File: config.mk
export PLATFORM = sky130hd
export DESIGN_NAME = ledss_top
export DESIGN_NICKNAME = d
export VERILOG_FILES = /design/src/rtl/ledss_pkg.sv /design/src/rtl/ledss_ramp.sv /design/src/rtl/ledss_fsm.sv /design/src/rtl/ledss_fault_reg.sv /design/src/rtl/ledss_top.sv
export SDC_FILE = /design/constraint.sdc
export NUM_CORES = 1
export LEC_CHECK = 0
export BUFFER_PORTS_ARGS = -buffer_cell sky130_fd_sc_hd__buf_4
export CORE_ASPECT_RATIO = 1.4
export CORE_MARGIN = 4
export CORE_UTILIZATION = 50
export DETAILED_ROUTE_END_ITERATION = 8
export PLACE_DENSITY_LB_ADDON = 0.12
export SLEW_MARGIN = 10
export SYNTH_ARGS = -nofsm -noshare
export SYNTH_HDL_FRONTEND = slang
export SYNTH_SLANG_ARGS = --single-unit
File: constraint.sdc
create_clock -name clk -period 2.1 [get_ports clk]
set_input_delay 0.42 -clock clk [delete_from_list [all_inputs] [get_ports clk]]
set_output_delay 0.42 -clock clk [all_outputs]
set_load 0.05 [all_outputs]
File: src/rtl/ledss_pkg.sv
package ledss_pkg;

    typedef enum logic [2:0] {
        ST_RESET = 3'd0,
        ST_IDLE  = 3'd1,
        ST_CHECK = 3'd2,
        ST_RAMP  = 3'd3,
        ST_ON    = 3'd4
    } ledss_state_e;

    typedef struct packed {
        logic on;
        logic done;
        logic pull_low;
        logic clr_req;
    } ledss_flags_t;

    function automatic logic code_above(input int unsigned code, input int unsigned lim);
        return code > lim;
    endfunction

    function automatic logic is_active(input ledss_state_e s);
        return (s == ST_CHECK) || (s == ST_RAMP) || (s == ST_ON);
    endfunction

    function automatic logic is_driving(input ledss_state_e s);
        return (s == ST_RAMP) || (s == ST_ON);
    endfunction

endpackage

File: src/rtl/ledss_ramp.sv
module ledss_ramp #(
    parameter int DAC_W = 6
) (
    input  logic             clk,
    input  logic             rst,
    input  logic             clr,
    input  logic             inc,
    output logic [DAC_W-1:0] code,
    output logic             last
);
    localparam logic [DAC_W-1:0] FULL = '1;
    localparam logic [DAC_W-1:0] NEAR = {{(DAC_W-1){1'b1}}, 1'b0};

    logic [DAC_W-1:0] code_q;

    always_ff @(posedge clk) begin
        if (rst || clr) begin
            code_q <= '0;
        end else if (inc && code_q != FULL) begin
            code_q <= code_q + 1'b1;
        end
    end

    assign code = code_q;
    assign last = (code_q == NEAR);


    code_step_chk: assert property (@(posedge clk) disable iff (rst)
        (code_q != $past(code_q)) |-> (code_q == '0 || code_q == $past(code_q) + 1'b1));

endmodule

File: src/rtl/ledss_fsm.sv
module ledss_fsm
    import ledss_pkg::*;
#(
    parameter int IADJ_W   = 4,
    parameter int IADJ_MIN = 8
) (
    input  logic              clk,
    input  logic              rst,
    input  logic              mode_hi,
    input  logic              ch_en,
    input  logic [IADJ_W-1:0] iadj,
    input  logic              comp_low,
    input  logic              pwm,
    input  logic              flt_lat,
    input  logic              flt_nl,
    input  logic              ramp_last,
    output logic              ramp_clr,
    output logic              ramp_inc,
    output ledss_flags_t      flags
);
    ledss_state_e state_q, state_d;
    logic pull_low_q, clr_req_q;
    logic set_pl, clr_pl, req_d;
    logic run_ok, iadj_ok;

    assign run_ok  = ch_en && !mode_hi;
    assign iadj_ok = code_above(32'(iadj), IADJ_MIN);

    always_comb begin
        state_d  = state_q;
        ramp_clr = 1'b0;
        ramp_inc = 1'b0;
        set_pl   = 1'b0;
        clr_pl   = 1'b0;
        req_d    = 1'b0;
        unique case (state_q)
            ST_RESET: begin
                state_d  = ST_IDLE;
                ramp_clr = 1'b1;
            end
            ST_IDLE: begin
                ramp_clr = 1'b1;
                if (run_ok && iadj_ok) state_d = ST_CHECK;
            end
            ST_CHECK: begin
                ramp_clr = 1'b1;
                if (flt_lat) begin
                    state_d = ST_IDLE;
                    set_pl  = 1'b1;
                    req_d   = 1'b1;
                end else if (!run_ok) begin
                    state_d = ST_IDLE;
                end else if (!flt_nl && comp_low && pwm && iadj_ok) begin
                    state_d = ST_RAMP;
                    clr_pl  = 1'b1;
                end
            end
            ST_RAMP, ST_ON: begin
                if (flt_lat) begin
                    state_d  = ST_IDLE;
                    ramp_clr = 1'b1;
                    set_pl   = 1'b1;
                    req_d    = 1'b1;
                end else if (!run_ok) begin
                    state_d  = ST_IDLE;
                    ramp_clr = 1'b1;
                end else if (flt_nl) begin
                    state_d  = ST_CHECK;
                    ramp_clr = 1'b1;
                    set_pl   = 1'b1;
                end else if (state_q == ST_RAMP && pwm) begin
                    ramp_inc = 1'b1;
                    if (ramp_last) state_d = ST_ON;
                end
            end
            default: begin
                state_d  = ST_IDLE;
                ramp_clr = 1'b1;
            end
        endcase
    end

    always_ff @(posedge clk) begin
        if (rst) begin
            state_q    <= ST_RESET;
            pull_low_q <= 1'b0;
            clr_req_q  <= 1'b0;
        end else begin
            state_q    <= state_d;
            clr_req_q  <= req_d;
            if (set_pl)      pull_low_q <= 1'b1;
            else if (clr_pl) pull_low_q <= 1'b0;
        end
    end

    assign flags.on       = is_driving(state_q);
    assign flags.done     = (state_q == ST_ON);
    assign flags.pull_low = pull_low_q;
    assign flags.clr_req  = clr_req_q;


    lat_exit_chk: assert property (@(posedge clk) disable iff (rst)
        (is_active(state_q) && flt_lat) |=> (clr_req_q && pull_low_q && state_q == ST_IDLE));


    nl_wait_chk: assert property (@(posedge clk) disable iff (rst)
        (state_q == ST_CHECK && flt_nl && !flt_lat && run_ok) |=> (state_q == ST_CHECK && !flags.on));


    nl_drop_chk: assert property (@(posedge clk) disable iff (rst)
        (is_driving(state_q) && flt_nl && !flt_lat && run_ok) |=> (state_q == ST_CHECK && pull_low_q && !clr_req_q));


    stop_chk: assert property (@(posedge clk) disable iff (rst)
        (is_active(state_q) && !run_ok && !flt_lat) |=> (state_q == ST_IDLE && !flags.on));


    mode_block_chk: assert property (@(posedge clk) disable iff (rst)
        (state_q == ST_IDLE && mode_hi) |=> (state_q == ST_IDLE));

endmodule

File: src/rtl/ledss_fault_reg.sv
module ledss_fault_reg #(
    parameter int NUM_CH = 2,
    localparam int STAT_W = 2 * NUM_CH + 1
) (
    input  logic              clk,
    input  logic              rst,
    input  logic [NUM_CH-1:0] flt_lat,
    input  logic [NUM_CH-1:0] flt_nl,
    input  logic              stat_rd,
    input  logic              fpin_rst,
    output logic [STAT_W-1:0] stat_rdata,
    output logic [NUM_CH-1:0] fault_pin
);
    logic [STAT_W-1:0] stat_q, stat_set;
    logic [NUM_CH-1:0] pin_q;

    assign stat_set[0] = 1'b0;
    for (genvar c = 0; c < NUM_CH; c++) begin : g_map
        assign stat_set[1 + 2*c] = flt_lat[c];
        assign stat_set[2 + 2*c] = flt_nl[c];
    end

    always_ff @(posedge clk) begin
        if (rst) begin
            stat_q <= STAT_W'(1);
            pin_q  <= '0;
        end else begin
            stat_q <= (stat_rd ? '0 : stat_q) | stat_set;
            pin_q  <= (fpin_rst ? '0 : pin_q) | flt_lat | flt_nl;
        end
    end

    assign stat_rdata = stat_q;
    assign fault_pin  = pin_q;


    rd_clear_chk: assert property (@(posedge clk) disable iff (rst)
        (stat_rd && !(|flt_lat) && !(|flt_nl)) |=> (stat_rdata == '0));


    pin_hold_chk: assert property (@(posedge clk) disable iff (rst)
        (!fpin_rst) |=> ((fault_pin & $past(fault_pin)) == $past(fault_pin)));

endmodule

File: src/rtl/ledss_top.sv
module ledss_top
    import ledss_pkg::*;
#(
    parameter int NUM_CH   = 2,
    parameter int IADJ_W   = 4,
    parameter int DAC_W    = 6,
    parameter int IADJ_MIN = 8,
    localparam int STAT_W  = 2 * NUM_CH + 1
) (
    input  logic                     clk,
    input  logic                     rst,
    input  logic                     mode_hi,
    input  logic [NUM_CH-1:0]        ch_en,
    input  logic [NUM_CH*IADJ_W-1:0] iadj,
    input  logic [NUM_CH-1:0]        comp_low,
    input  logic [NUM_CH-1:0]        pwm,
    input  logic [NUM_CH-1:0]        flt_lat,
    input  logic [NUM_CH-1:0]        flt_nl,
    input  logic                     stat_rd,
    input  logic                     fpin_rst,
    output logic [NUM_CH*DAC_W-1:0]  dac_code,
    output logic [NUM_CH-1:0]        ch_on,
    output logic [NUM_CH-1:0]        ramp_done,
    output logic [NUM_CH-1:0]        comp_pull_low,
    output logic [NUM_CH-1:0]        en_clr_req,
    output logic [NUM_CH-1:0]        fault_pin,
    output logic [STAT_W-1:0]        stat_rdata
);
    localparam logic [DAC_W-1:0] FULL = '1;

    for (genvar c = 0; c < NUM_CH; c++) begin : g_ch
        logic             r_clr, r_inc, r_last;
        logic [DAC_W-1:0] r_code;
        ledss_flags_t     flg;

        ledss_ramp #(.DAC_W(DAC_W)) u_ramp (
            .clk  (clk),
            .rst  (rst),
            .clr  (r_clr),
            .inc  (r_inc),
            .code (r_code),
            .last (r_last)
        );

        ledss_fsm #(.IADJ_W(IADJ_W), .IADJ_MIN(IADJ_MIN)) u_fsm (
            .clk       (clk),
            .rst       (rst),
            .mode_hi   (mode_hi),
            .ch_en     (ch_en[c]),
            .iadj      (iadj[c*IADJ_W +: IADJ_W]),
            .comp_low  (comp_low[c]),
            .pwm       (pwm[c]),
            .flt_lat   (flt_lat[c]),
            .flt_nl    (flt_nl[c]),
            .ramp_last (r_last),
            .ramp_clr  (r_clr),
            .ramp_inc  (r_inc),
            .flags     (flg)
        );

        assign dac_code[c*DAC_W +: DAC_W] = r_code;
        assign ch_on[c]         = flg.on;
        assign ramp_done[c]     = flg.done;
        assign comp_pull_low[c] = flg.pull_low;
        assign en_clr_req[c]    = flg.clr_req;


        done_full_chk: assert property (@(posedge clk) disable iff (rst)
            flg.done |-> (r_code == FULL));


        idle_zero_chk: assert property (@(posedge clk) disable iff (rst)
            !flg.on |-> (r_code == '0));
    end

    ledss_fault_reg #(.NUM_CH(NUM_CH)) u_flt (
        .clk        (clk),
        .rst        (rst),
        .flt_lat    (flt_lat),
        .flt_nl     (flt_nl),
        .stat_rd    (stat_rd),
        .fpin_rst   (fpin_rst),
        .stat_rdata (stat_rdata),
        .fault_pin  (fault_pin)
    );

endmodule

# Yosys cells after proc, flatten, opt, wreduce, memory -nomap -nowiden

Cells that the tools add are included.

Register bits after elaboration: 29
Bits in latches: 0
RAM bits: 0
ROM bits: 0
Output and inout port bits: 27
Memories: 0

Add/subtract/negate cells: 2
Multiply operators: 0
Div/mod/pow operators: 0
Order comparisons: 2
Equality and inequality tests: 20
Shifts and indexed selects: 0
Muxes and demuxes: 60
Bitwise gates (word level): 5
Reductions and logical operators: 31

Operators by type and width:

| kind                                                                     | number |
|---|---|
| 3-bit 2-to-1 mux                                                         | 18 |
| 1-bit 2-to-1 mux                                                         | 36 |
| 5-bit inequality test (second input constant)                            | 4 |
| 3-bit case mux with 3 select lines                                       | 2 |
| 1-bit logical AND                                                        | 14 |
| 6-bit by 1-bit adder with 6-bit output (second input constant)           | 2 |
| 3-bit by 2-bit equality test with 1-bit output (second input constant)   | 4 |
| 6-bit equality test (second input constant)                              | 2 |
| 6-bit inequality test (second input constant)                            | 2 |
| 4-bit greater-than comparator (second input constant)                    | 2 |
| 4-bit inequality test (second input constant)                            | 2 |
| 4-bit AND reduction                                                      | 2 |
| 2-bit OR reduction                                                       | 4 |
| 3-bit by 1-bit equality test with 1-bit output (second input constant)   | 2 |
| 3-bit equality test (second input constant)                              | 2 |
| 3-bit OR reduction                                                       | 2 |
| 5-bit 2-to-1 mux                                                         | 1 |
| 5-bit bitwise OR                                                         | 1 |
| 1-bit logical OR                                                         | 4 |
| 2-bit by 1-bit inequality test with 1-bit output (second input constant) | 2 |
| 2-bit bitwise OR                                                         | 2 |
| 1-bit case mux with 2 select lines                                       | 2 |
| 2-bit nonzero test                                                       | 2 |
| 1-bit logical NOT                                                        | 3 |
| other kinds (2)                                                          | 3 |

# Logic depth before layout (Yosys ltp)

Depth after elaboration: 10
Depth in mapped cells: 7

# Hierarchy

A second synthesis with hierarchy kept.

Cells, all modules: 199
Area, all modules: 1845.5 µm²

Modules (own cells, without submodules):

| module          | instances | cells each | area each (µm²) | sequential area each (µm²) |
|---|---|---|---|---|
| ledss_fsm       | 2         | 46         | 439.2           | 100.1 |
| ledss_ramp      | 2         | 41         | 365.4           | 120.1 |
| ledss_fault_reg | 1         | 25         | 236.5           | 140.1 |

# Least setup slack after synthesis

No wires, ideal clock.

Kind: reg-to-reg
Start point: register g_ch[0].u_fsm.state_q[2]
End point: register g_ch[0].u_ramp.code_q[4]
Setup time: 0.059 ns
Arrival time: 2.067 ns
Required time: 2.041 ns
Setup slack: -0.027 ns
Cell stages (with the launch flop): 7
Period minus slack after synthesis: 2.127 ns
Path through: dfxtp_1 nor3b_2 o211ai_2 or2_2 clkbuf_1 a31oi_1 o21a_1

Elaborated cells on any way between the ends: 12
Those cells by class: eq/ne: 2; mux: 6; reduce/logical: 4

RTL lines:

| what                                                         | line                               | source |
|---|---|---|
| start: declaration                                           | ledss_fsm.sv:21                    | `ledss_state_e state_q, state_d;` |
| start signal: assignment                                     | ledss_fsm.sv:89                    | `state_q <= state_d;` |
| 3-bit equality test (*)                                      | n/a                                |  |
| via ramp_done[0]                                             | ledss_top.sv:23                    | `output logic [NUM_CH-1:0] ramp_done,` |
| 2-bit OR reduction (*)                                       | ledss_fsm.sv:36                    | `unique case (state_q)` |
| 1-bit 2-to-1 mux                                             | ledss_fsm.sv:36                    |  |
| 1-bit logical AND / 1-bit logical OR (equally long branches) | ledss_ramp.sv:19, ledss_ramp.sv:17 |  |
| end signal: assignment                                       | ledss_ramp.sv:20                   | `code_q <= code_q + 1'b1;` |
| end: declaration                                             | ledss_ramp.sv:14                   | `logic [DAC_W-1:0] code_q;` |

Mark *: on every way through the listed nets, which the timed path passes. The rest lies on a longest branch.
A chain may end at the register's enable or synchronous reset.

# Final worst setup path

Start point: register g_ch[1].u_fsm.state_q[2]
End point: output port ch_on[1]

Word-level cells in the longest chain between the ends: 2
Elaborated cells on any way between the ends: 3
Those cells by class: eq/ne: 2; reduce/logical: 1

Ends and longest elaborated chain:

| what                                                                                         | line            | source |
|---|---|---|
| start: declaration                                                                           | ledss_fsm.sv:21 |  |
| start signal: assignment                                                                     | ledss_fsm.sv:89 |  |
| 3-bit by 2-bit equality test with 1-bit output / 3-bit equality test (equally long branches) | ledss_pkg.sv:27 | `return (s == ST_RAMP) \|\| (s == ST_ON);` |
| 1-bit logical OR (*)                                                                         | ledss_pkg.sv:27 |  |
| end: declaration                                                                             | ledss_top.sv:22 | `output logic [NUM_CH-1:0] ch_on,` |

Every way passes the cells marked *; elsewhere a longest branch is shown, timed or not.

==> impl_metrics.env <==
export IMPL_status="finished clean"
export IMPL_hold_ws_ns=0.3901
export IMPL_yosys_warnings=0
export IMPL_slew_violations=0
export IMPL_num_rows=24
export IMPL_min_delay_path_class="primary input to flop"
export IMPL_firstDrtPassIters=4
export IMPL_crit_buf_inv=1
export IMPL_mostFrequentLayoutCell="buf_4"
export IMPL_cts_max_path_buffers=2
export IMPL_worstPathMaxFanout=7
export IMPL_seq_area_frac_synth=0.3605
export IMPL_wl_um=3722
export IMPL_ios=50
export IMPL_drc_errors=0
export IMPL_post_drt_via_cell_ratio=5.437
export IMPL_antenna_found_initial=0
export IMPL_clk_pin_slew_ns=0.06
export IMPL_power_share_switching=0.3472
export IMPL_via_count=1468
export IMPL_grt_usage=0.1831
export IMPL_grt_pass1_vias=1439
export IMPL_diodes=0
export IMPL_cpPeakStageDelay_ns=0.53
export IMPL_cts_made_buffers=5
export IMPL_place_area_mm2=0.002017
export IMPL_worstMarginPinSlew_ns=0.4000
export IMPL_die_w_um=55.96
export IMPL_gp_congestion=0.9096
export IMPL_synth_top_area_frac=0.3605
export IMPL_htree_levels=2
export IMPL_synthTopCellsByArea="dfxtp_1, nor2_1, xor2_1"
export IMPL_detail_route_wl_per_cell_um=13.79
export IMPL_yosys_area_top_type="dfxtp_1"
export IMPL_rsz0062_at_grt="false"
export IMPL_clkPwrFrac=0.286
export IMPL_synth_top_flop_cell="dfxtp_1"
export IMPL_ctsResizeCount=0
export IMPL_final_layout_size_suffix_gt1_frac=0.3377
export IMPL_hold_buffers=0
export IMPL_p_per_area_mw_per_mm2=825.5
export IMPL_slew_limit_headroom=0.7309
export IMPL_finalPower_w=0.001749
export IMPL_grt_max_degree=20
export IMPL_area_delta_synth_final_pct=31.55
export IMPL_slowest_stage="or3b_2"
export IMPL_die_h_um=75.15
export IMPL_async_reset_ff_frac=0
export IMPL_coreArea_mm2=0.003093
export IMPL_post_cts_buffers=0
export IMPL_netlist_area_mm2=0.001610
export IMPL_start_util=0.5206
export IMPL_p_comb_frac=0.329
export IMPL_pwr_share_seq=0.385
export IMPL_crit_type="flop to primary output"
export IMPL_cts_tree="done"
export IMPL_peakVddDrop_v=0.0006320
export IMPL_cp_required_ns=1.68
export IMPL_synth_cell_types=53
export IMPL_finClkSkew_ns=0.003511
export IMPL_clock_latency_ns=0.28
export IMPL_grt_overflow=0
export IMPL_place_ws_ns=0.05721
export IMPL_filler_cell_count=256
export IMPL_cpLargestDelayFamily="simple AND/OR/NAND/NOR gates"
export IMPL_synthesis_nets=205
export IMPL_maxCapViolCount=0
export IMPL_hold_viol_final=0
export IMPL_final_cell_mix="buf_4, dfxtp_1, nor2_1, a21oi_1, inv_1"
export IMPL_nNetsFinal=257
export IMPL_setup_ws_ns=0.1082
export IMPL_dieArea_mm2=0.004205
export IMPL_netlist_instances=178
export IMPL_setup_violations=0
export IMPL_syn_avg_cell_area_um2=9.047
export IMPL_regArea_um2=580.6
export IMPL_cp_cell_sequence="or3b_2 -> nand2_1 -> buf_4"
export IMPL_synth_seq_cells=29
export IMPL_finalCritPeriodShare=0.9485
export IMPL_clock_root_buffer="clkbuf_8"
export IMPL_numClockSinks=29
export IMPL_final_setup_tns_ns=0
export IMPL_multiInputGateArea_um2=944.7
export IMPL_dp_hpwl_um=2838
export IMPL_cp_start_kind="flop"
export IMPL_clock_fmax_mhz=502.1
export IMPL_drtIter0Drc=45
export IMPL_synth_edf_count=0
export IMPL_switchingPower_w=0.0006072
export IMPL_fin_crit_ns=1.992
export IMPL_worstPathArrival_ns=1.57
export IMPL_critPathCaptureType="primary output"
export IMPL_grt_pass1_wl_um=6168
export IMPL_ant_nets=0
export IMPL_internal_power_w=0.001142
export IMPL_io_buffers=49
export IMPL_leakagePower_nw=0.8871
export IMPL_fin_area_mm2=0.002118
power by group through the flow:
stage	sequential (W)	clock, W	combinational [W]
2_1_floorplan	0.000697	0	0.000405
3_3_place_gp	0.000681	0	0.000559
3_5_place_dp	0.000684	0	0.000572
4_1_cts	0.000672	0.000516	0.000575
5_1_grt	0.000683	0.000540	0.000620
6_report	0.000673	0.000499	0.000576
path summary, 6_finish.rpt:
path,start,endpoint,slack (ns),cells past startpoint
worst min register to register,u_flt.stat_rdata[0],u_flt.stat_rdata[0],0.47,1
worst max-delay path,g_ch[1].u_fsm.state_q[2],ch_on[1],0.11,3
worst min-delay path,flt_lat[0],u_flt.stat_rdata[1],0.39,3
worst max register to register,g_ch[1].u_fsm.state_q[2],g_ch[1].u_fsm.state_q[1],0.19,5
cells in the mapped netlist, drive strengths merged (2+ instances only):
cell type  instances
nor2              25
nand4              5
nor3               4
nor2b              4
o21ai              4
o21bai             2
and3b              2
a21oi             10
a211oi             6
buf                6
a32oi              2
o211ai             2
nand4b             3
and4               3
dfxtp             29
xor2               6
inv                8
clkbuf             4
nor3b              2
nand3              3
mux2i              3
nand2              5
xnor2              2
or3b               4
ha                 4
nand2b             6
or2                2
and3               2
nand3b             4
tightest hold or removal path, cell delays in order:
cell	delay, ns
buf_4	0.10
a21oi_1	0.04
nor2_1	0.07
per-stage QoR:
step             util  instances
2_1_floorplan       -        178
3_3_place_gp   0.6521        262
3_5_place_dp   0.6521        262
4_1_cts        0.6849        270
5_1_grt        0.6849        270
6_report       0.6849        270
cells by family after synthesis:
logic type | synth area share
simple gates | 0.3061
compound gates | 0.1834
flops | 0.3605
buf+inv | 0.05672
xor+xnor | 0.04351
fa+ha+maj | 0.03108
mux | 0.01865
layer usage:
layer,routed length (um),vias to the layer above,track usage,share of wire
met1,1531,673,0.2097,0.41
met3,210,7,0.05317,0.056
met2,1926,46,0.3121,0.52
met5,0,-,0,0
met4,53,0,0.09499,0.014
li1,-,742,-,-
sequential cells by signal (all words and copies together), names as in the netlist:
| name | cells |
|---|---|
| u_flt.fault_pin | 2 |
| g_ch.u_fsm.pull_low_q | 2 |
| g_ch.u_ramp.code | 12 |
| u_flt.stat_rdata | 5 |
| g_ch.u_fsm.state_q | 6 |
| g_ch.u_fsm.clr_req_q | 2 |
final cells by class:
cell class	count	area share
Multi-Input combinational cell	131	0.4460
Sequential cell	29	0.2741
Timing Repair Buffer	55	0.1949
Clock buffer	7	0.04548
Tap cell	39	0.02304
Inverter	8	0.01418
Clock inverter	1	0.002363
No activity file was read; power rests on OpenSTA's default activity.
